## config.mk

```make
export PLATFORM = sky130hd
export DESIGN_NAME = i2c_chansel_reg
export DESIGN_NICKNAME = d
export VERILOG_FILES = /design/src/rtl/i2c_chansel_pkg.sv /design/src/rtl/i2c_line_sync.sv /design/src/rtl/i2c_bus_events.sv /design/src/rtl/i2c_target_fsm.sv /design/src/rtl/i2c_chansel_hold.sv /design/src/rtl/i2c_chansel_reg.sv
export SDC_FILE = /design/constraint.sdc
export NUM_CORES = 1
export LEC_CHECK = 0
export BUFFER_PORTS_ARGS = -buffer_cell sky130_fd_sc_hd__buf_2
export CORE_MARGIN = 2
export CORE_UTILIZATION = 50
export DETAILED_ROUTE_END_ITERATION = 10
export PLACE_DENSITY = 0.69
export RECOVER_POWER = 25
export SYNTH_ARGS = -nofsm -noshare
export SYNTH_HDL_FRONTEND = slang
export SYNTH_HIERARCHICAL = 1
export SYNTH_SLANG_ARGS = --single-unit
```

## constraint.sdc

```tcl
create_clock -name clk -period 4.94 [get_ports clk]
set_input_delay 0.494 -clock clk [delete_from_list [all_inputs] [get_ports clk]]
set_output_delay 0.494 -clock clk [all_outputs]
set_load 0.005 [all_outputs]
```

## src/rtl/i2c_chansel_pkg.sv

```systemverilog
package i2c_chansel_pkg;
   localparam int unsigned BYTE_W = 8;
   localparam int unsigned ADR_W  = 7;

   typedef enum logic [2:0] {
      ST_IDLE,
      ST_ADDR,
      ST_AACK,
      ST_WRB,
      ST_WACK,
      ST_RDB,
      ST_RACK,
      ST_SKIP
   } tgt_state_e;
endpackage

```

## src/rtl/i2c_line_sync.sv

```systemverilog
module i2c_line_sync #(
   parameter int unsigned STAGES = 2
) (
   input  logic       clk,
   input  logic       rst_n,
   input  logic [1:0] lines_i,
   output logic [1:0] lines_o
);
   logic [1:0] chain [STAGES];

   for (genvar g = 0; g < STAGES; g++) begin : g_stage
      always_ff @(posedge clk or negedge rst_n) begin
         if (!rst_n) chain[g] <= 2'b11;
         else if (g == 0) chain[g] <= lines_i;
         else chain[g] <= chain[(g == 0) ? 0 : g - 1];
      end
   end

   assign lines_o = chain[STAGES-1];
endmodule

```

## src/rtl/i2c_bus_events.sv

```systemverilog
module i2c_bus_events (
   input  logic clk,
   input  logic rst_n,
   input  logic scl_s,
   input  logic sda_s,
   output logic start_p,
   output logic stop_p,
   output logic scl_rise,
   output logic scl_fall
);
   logic scl_q, sda_q;

   always_ff @(posedge clk or negedge rst_n) begin
      if (!rst_n) begin
         scl_q <= 1'b1;
         sda_q <= 1'b1;
      end else begin
         scl_q <= scl_s;
         sda_q <= sda_s;
      end
   end

   assign start_p  = scl_q & scl_s & sda_q & ~sda_s;
   assign stop_p   = scl_q & scl_s & ~sda_q & sda_s;
   assign scl_rise = ~scl_q & scl_s;
   assign scl_fall = scl_q & ~scl_s;
endmodule

```

## src/rtl/i2c_target_fsm.sv

```systemverilog
module i2c_target_fsm
   import i2c_chansel_pkg::*;
(
   input  logic              clk,
   input  logic              rst_n,
   input  logic              start_p,
   input  logic              stop_p,
   input  logic              scl_rise,
   input  logic              scl_fall,
   input  logic              sda_s,
   input  logic [ADR_W-1:0]  dev_addr,
   input  logic [BYTE_W-1:0] rd_val,
   output logic              sda_oe,
   output logic              wr_stb,
   output logic [BYTE_W-1:0] wr_byte
);
   tgt_state_e        state;
   logic [2:0]        cnt;
   logic              full, rw, nack;
   logic [BYTE_W-1:0] shreg;

   always_ff @(posedge clk or negedge rst_n) begin
      if (!rst_n) begin
         state  <= ST_IDLE;
         cnt    <= '0;
         full   <= 1'b0;
         rw     <= 1'b0;
         nack   <= 1'b0;
         shreg  <= '0;
         sda_oe <= 1'b0;
         wr_stb <= 1'b0;
      end else begin
         wr_stb <= 1'b0;
         if (start_p) begin
            state  <= ST_ADDR;
            cnt    <= '0;
            full   <= 1'b0;
            sda_oe <= 1'b0;
         end else if (stop_p) begin
            state  <= ST_IDLE;
            full   <= 1'b0;
            sda_oe <= 1'b0;
         end else begin
            case (state)
               ST_ADDR, ST_WRB: begin
                  if (scl_rise) begin
                     shreg <= {shreg[BYTE_W-2:0], sda_s};
                     cnt   <= cnt + 3'd1;
                     full  <= (cnt == 3'd7);
                  end else if (scl_fall && full) begin
                     full <= 1'b0;
                     cnt  <= '0;
                     if (state == ST_WRB) begin
                        sda_oe <= 1'b1;
                        wr_stb <= 1'b1;
                        state  <= ST_WACK;
                     end else if (shreg[BYTE_W-1:1] == dev_addr) begin
                        sda_oe <= 1'b1;
                        rw     <= shreg[0];
                        state  <= ST_AACK;
                     end else begin
                        state <= ST_SKIP;
                     end
                  end
               end
               ST_AACK: if (scl_fall) begin
                  cnt <= '0;
                  if (rw) begin
                     shreg  <= rd_val;
                     sda_oe <= ~rd_val[BYTE_W-1];
                     state  <= ST_RDB;
                  end else begin
                     sda_oe <= 1'b0;
                     state  <= ST_WRB;
                  end
               end
               ST_WACK: if (scl_fall) begin
                  sda_oe <= 1'b0;
                  state  <= ST_WRB;
               end
               ST_RDB: if (scl_fall) begin
                  cnt <= cnt + 3'd1;
                  if (cnt == 3'd7) begin
                     sda_oe <= 1'b0;
                     state  <= ST_RACK;
                  end else begin
                     shreg  <= {shreg[BYTE_W-2:0], 1'b0};
                     sda_oe <= ~shreg[BYTE_W-2];
                  end
               end
               ST_RACK: begin
                  if (scl_rise) nack <= sda_s;
                  else if (scl_fall) begin
                     if (nack) state <= ST_SKIP;
                     else begin
                        shreg  <= rd_val;
                        sda_oe <= ~rd_val[BYTE_W-1];
                        cnt    <= '0;
                        state  <= ST_RDB;
                     end
                  end
               end
               default: ;
            endcase
         end
      end
   end

   assign wr_byte = shreg;

   assert_skip_silent_R3: assert property (@(posedge clk) disable iff (!rst_n)
      (state == ST_SKIP) |-> !sda_oe);
   assert_byte_acked_R4: assert property (@(posedge clk) disable iff (!rst_n)
      wr_stb |-> sda_oe);
   assert_drive_on_scl_low_R8: assert property (@(posedge clk) disable iff (!rst_n)
      (!scl_fall && !start_p && !stop_p) |=> $stable(sda_oe));
   assert_restart_to_addr_R9: assert property (@(posedge clk) disable iff (!rst_n)
      start_p |=> (state == ST_ADDR));
endmodule

```

## src/rtl/i2c_chansel_hold.sv

```systemverilog
module i2c_chansel_hold
   import i2c_chansel_pkg::*;
#(
   parameter int unsigned NCH = 8
) (
   input  logic              clk,
   input  logic              rst_n,
   input  logic              wr_stb,
   input  logic [BYTE_W-1:0] wr_byte,
   input  logic              discard,
   input  logic              commit,
   output logic [NCH-1:0]    chan_en,
   output logic [BYTE_W-1:0] rd_val
);
   logic [NCH-1:0] staged;
   logic           vld;

   always_ff @(posedge clk or negedge rst_n) begin
      if (!rst_n) begin
         staged  <= '0;
         vld     <= 1'b0;
         chan_en <= '0;
      end else if (discard) begin
         vld <= 1'b0;
      end else if (commit) begin
         if (vld) chan_en <= staged;
         vld <= 1'b0;
      end else if (wr_stb) begin
         staged <= wr_byte[NCH-1:0];
         vld    <= 1'b1;
      end
   end

   if (NCH < BYTE_W) begin : g_pad
      assign rd_val = {{(BYTE_W-NCH){1'b0}}, chan_en};
   end else begin : g_full
      assign rd_val = chan_en;
   end

   assert_apply_only_at_stop_R6: assert property (@(posedge clk) disable iff (!rst_n)
      !commit |=> $stable(chan_en));
   assert_restart_keeps_outputs_R9: assert property (@(posedge clk) disable iff (!rst_n)
      discard |=> $stable(chan_en));
endmodule

```

## src/rtl/i2c_chansel_reg.sv

```systemverilog
module i2c_chansel_reg
   import i2c_chansel_pkg::*;
#(
   parameter logic [6:0]  ADDR_BASE   = 7'h70,
   parameter int unsigned NCH         = 8,
   parameter int unsigned SYNC_STAGES = 2
) (
   input  logic           clk,
   input  logic           rst_n,
   input  logic           scl_i,
   input  logic           sda_i,
   input  logic [2:0]     addr_strap,
   output logic           sda_oe,
   output logic [NCH-1:0] chan_en
);
   if (NCH < 1 || NCH > BYTE_W) begin : g_bad_nch
      $error("NCH must be between 1 and 8");
   end
   if (SYNC_STAGES < 2) begin : g_bad_sync
      $error("SYNC_STAGES must be at least 2");
   end

   logic [1:0]        lines_s;
   logic              start_p, stop_p, scl_rise, scl_fall, wr_stb;
   logic [BYTE_W-1:0] wr_byte, rd_val;
   logic [ADR_W-1:0]  dev_addr;

   assign dev_addr = {ADDR_BASE[6:3], addr_strap};

   i2c_line_sync #(.STAGES(SYNC_STAGES)) u_sync (
      .clk(clk), .rst_n(rst_n), .lines_i({scl_i, sda_i}), .lines_o(lines_s));

   i2c_bus_events u_evt (
      .clk(clk), .rst_n(rst_n), .scl_s(lines_s[1]), .sda_s(lines_s[0]),
      .start_p(start_p), .stop_p(stop_p), .scl_rise(scl_rise), .scl_fall(scl_fall));

   i2c_target_fsm u_fsm (
      .clk(clk), .rst_n(rst_n), .start_p(start_p), .stop_p(stop_p),
      .scl_rise(scl_rise), .scl_fall(scl_fall), .sda_s(lines_s[0]),
      .dev_addr(dev_addr), .rd_val(rd_val), .sda_oe(sda_oe),
      .wr_stb(wr_stb), .wr_byte(wr_byte));

   i2c_chansel_hold #(.NCH(NCH)) u_hold (
      .clk(clk), .rst_n(rst_n), .wr_stb(wr_stb), .wr_byte(wr_byte),
      .discard(start_p), .commit(stop_p), .chan_en(chan_en), .rd_val(rd_val));
endmodule

```

==> results.ini <==
[final_layout]
fin_cells=259
area_delta_synth_final_pct=4.87
multi_input_area_um2=1060
layout-drive-gt1-share_pct=26.6
diodes=0
nets=216
final_common_cell=dfrtp_1
layout_common_cells=36 x dfrtp_1, 21 x nor2_1, 21 x mux2_2
fillers=407
area.sequential_um2=1060

[placement]
gp_congestion=0.931
dpl.cell_count=252
io_buffers=15
dp_hpwl_mm=2.99

[yosys]
yosys.area_share.simple_pct=15.6
muxShareOfSynthArea_pct=15.9
ys.flop_type=dfrtp_1
synth_edf_count=0
synth-xor-area-share_pct=3.13
synth_top_family_by_area=multiplexers
ys_warn_count=6
netlist_area_um2=2240
synth_compound_area_share_pct=11.1
syn_inst=200
ys_seq_area_share_pct=47.3
synth_cell_types=50
async_flop_share_pct=100
synthAdderAreaFrac_pct=1.12
ys_ff_latch=42
syn_avg_cell_area_um2=11.2

[worst_setup_path]
path_cells=and4b_1 > nor2_1 > o31ai_1 > a211oi_4 > mux2_2
cp-end-kind=flip-flop
crit_family=compound AO/OA/AOI/OAI gates
cpPeakStageDelay_ns=0.60
cp_num_buf_inv=0
cp.required_ns=5.12
slowest_stage=dfstp_1
critPathLaunchType=flip-flop
cp_data_arrival_time_ns=2.74
crit_type=reg2reg
critPathMaxFanout=15

[die]
die_h_um=70.9
core_um2=4320
die_w_um=70.9
start_util_pct=51.7
core.rowCount=24
ios=16
die_area_um2=5020

[global_routing]
first_global_vias=1537
grt_max_degree=43
grt_first_pass_wirelength_mm=7.42
antenna_found_initial=0
grt_util_all_layers_pct=19.0
overflow=0

[power]
p_leak_nw=1.14
ir_drop_v=0.000273
p_per_area_nw_per_um2=504
total_power_mw=1.18

[run_status]
outcome=complete, but fails checks
violations=capacitance limit, slew limit

[sta]
fmax_ghz=0.390
finClkSkew_ns=0.00616
tightest_slew_ns=2.08
slew_viol_final=43
post-route-period-util_pct=51.9
setup_viol=0
rsz0062_at_grt=no
hold_viol_final=0
slew_headroom_pct=-38.3
finalCriticalPeriod_ns=2.56
setup-tns-final_ns=0

[clock_tree]
post-cts-setup-buffer-count=0
cts_tree=done
cts_htree_levels=2
clkLatencyLatePin_ns=0.29
clockBufferDepth=2
cts-resized-gates=0
clock-root-buffer=clkbuf_8
clock-sinks=42
cts_hold_buf=0
cts_buffers=5
clkTransAtPathRegs_ns=0.07

[run]
drv_cap=1

[detailed_routing]
vias=1478
antenna_left=0
drtIter0Drc=105
route.detailed.drc=0
viasPerCell=5.71
wl_per_cell_um=15.9
wl_mm=4.11
firstDrtPassIters=4

[hold_path]
worst_hold_path_type=in2reg

-- routing by layer --
| layer | vias to the layer above | part of all wire, % | GRT usage [%] | wire [µm] |
|---|---|---|---|---|
| li1 | 722 | - | - | - |
| met1 | 718 | 43 | 24.0 | 1780 |
| met2 | 29 | 51 | 31.9 | 2110 |
| met3 | 9 | 3.4 | 4.13 | 138 |
| met4 | 0 | 2.1 | 7.97 | 85 |
| met5 | - | 0 | 0 | 0 |
-- synthesized netlist by cell type (all sizes together), types with 2 or more instances --
cell type,count,area share (%)
nand2,9,1.5
nor2b,3,0.84
nor2,21,3.5
a21o,2,0.67
o21ai,3,0.67
nor3b,2,1.2
nand2b,3,0.84
inv,2,0.34
and4b,3,1.3
mux2,21,11
conb,2,0.34
or2,2,0.56
o22ai,2,0.56
o211ai,2,0.67
buf,16,4.9
a21oi,13,3.4
ha,2,1.1
mux2i,12,5.4
xor2,8,3.1
dfrtp,36,40
and2,4,1.1
nand3,3,0.67
dfstp,6,7.1
nor3,2,0.45
-- worst reg2reg max path, cell delays in order (launching register included) --
cell and delay, ns:
dfstp_1 0.60, and4b_1 0.34, nor2_1 0.36, o31ai_1 0.19, a211oi_4 0.57, mux2_2 0.41
-- sequential cells by signal, indices dropped and copies added, names as in the netlist --
| signal | flops |
|---|---|
| u_fsm/wr_byte | 8 |
| u_hold/chan_en | 8 |
| u_fsm/cnt | 3 |
| u_hold/vld | 1 |
| u_evt/scl_q | 1 |
| u_fsm/sda_oe | 1 |
| u_sync/lines_o | 2 |
| u_hold/staged | 8 |
| u_fsm/full | 1 |
| u_sync/chain | 2 |
| u_evt/sda_q | 1 |
| u_fsm/rw | 1 |
| u_fsm/state | 3 |
| u_fsm/wr_stb | 1 |
| u_fsm/nack | 1 |
-- logic make-up after synthesis --
group | after synthesis
AO/OA/AOI/OAI | 34
XOR/XNOR | 8
adder cells (fa/ha/maj) | 2
buffers and inverters | 19
flip-flops | 42
multiplexers | 33
other | 2
AND/OR/NAND/NOR | 60
-- worst paths after layout --
| kind | from | to | slack [ns] | cells past startpoint |
|---|---|---|---|---|
| setup / recovery | u_sync/lines_o[0] | u_fsm/wr_byte[0] | 2.38 | 5 |
| hold / removal | scl_i | u_sync/chain[3] | 0.30 | 1 |
| setup reg to reg | u_sync/lines_o[0] | u_fsm/wr_byte[0] | 2.38 | 5 |
| hold reg to reg | u_sync/chain[3] | u_sync/lines_o[1] | 0.36 | 0 |
| max in group asynchronous | rst_n | u_hold/chan_en[1] | 2.96 | 1 |
| min in group asynchronous | rst_n | u_hold/staged[7] | 0.80 | 1 |
-- where the power goes --
part	switching [mW]	leakage [nW]	internal, mW
clock network	0.104	0.0383	0.0972
registers	0.104	0.528	0.411
logic	0.249	0.573	0.216
total	0.457	1.14	0.724
-- final cells by class --
type | instances | area share [%]
repair buffers | 15 | 3.15
inverters | 2 | 0.320
multi-input cells | 141 | 45.4
flip-flops and latches | 42 | 45.1
clock buffers | 7 | 3.26
well taps | 52 | 2.77
-- through the flow --
stage	setup WS [ns]	hold slack, ns	util [%]	cell area [µm²]
after floorplan	2.87	0.198	-	2240
after global placement	2.47	0.348	52.5	2270
after detailed placement	2.42	0.348	52.5	2270
after CTS	2.39	0.287	54.3	2350
after global routing	2.13	0.281	54.2	2340
final	2.38	0.302	54.2	2340
No activity file was read; power rests on OpenSTA's default activity.
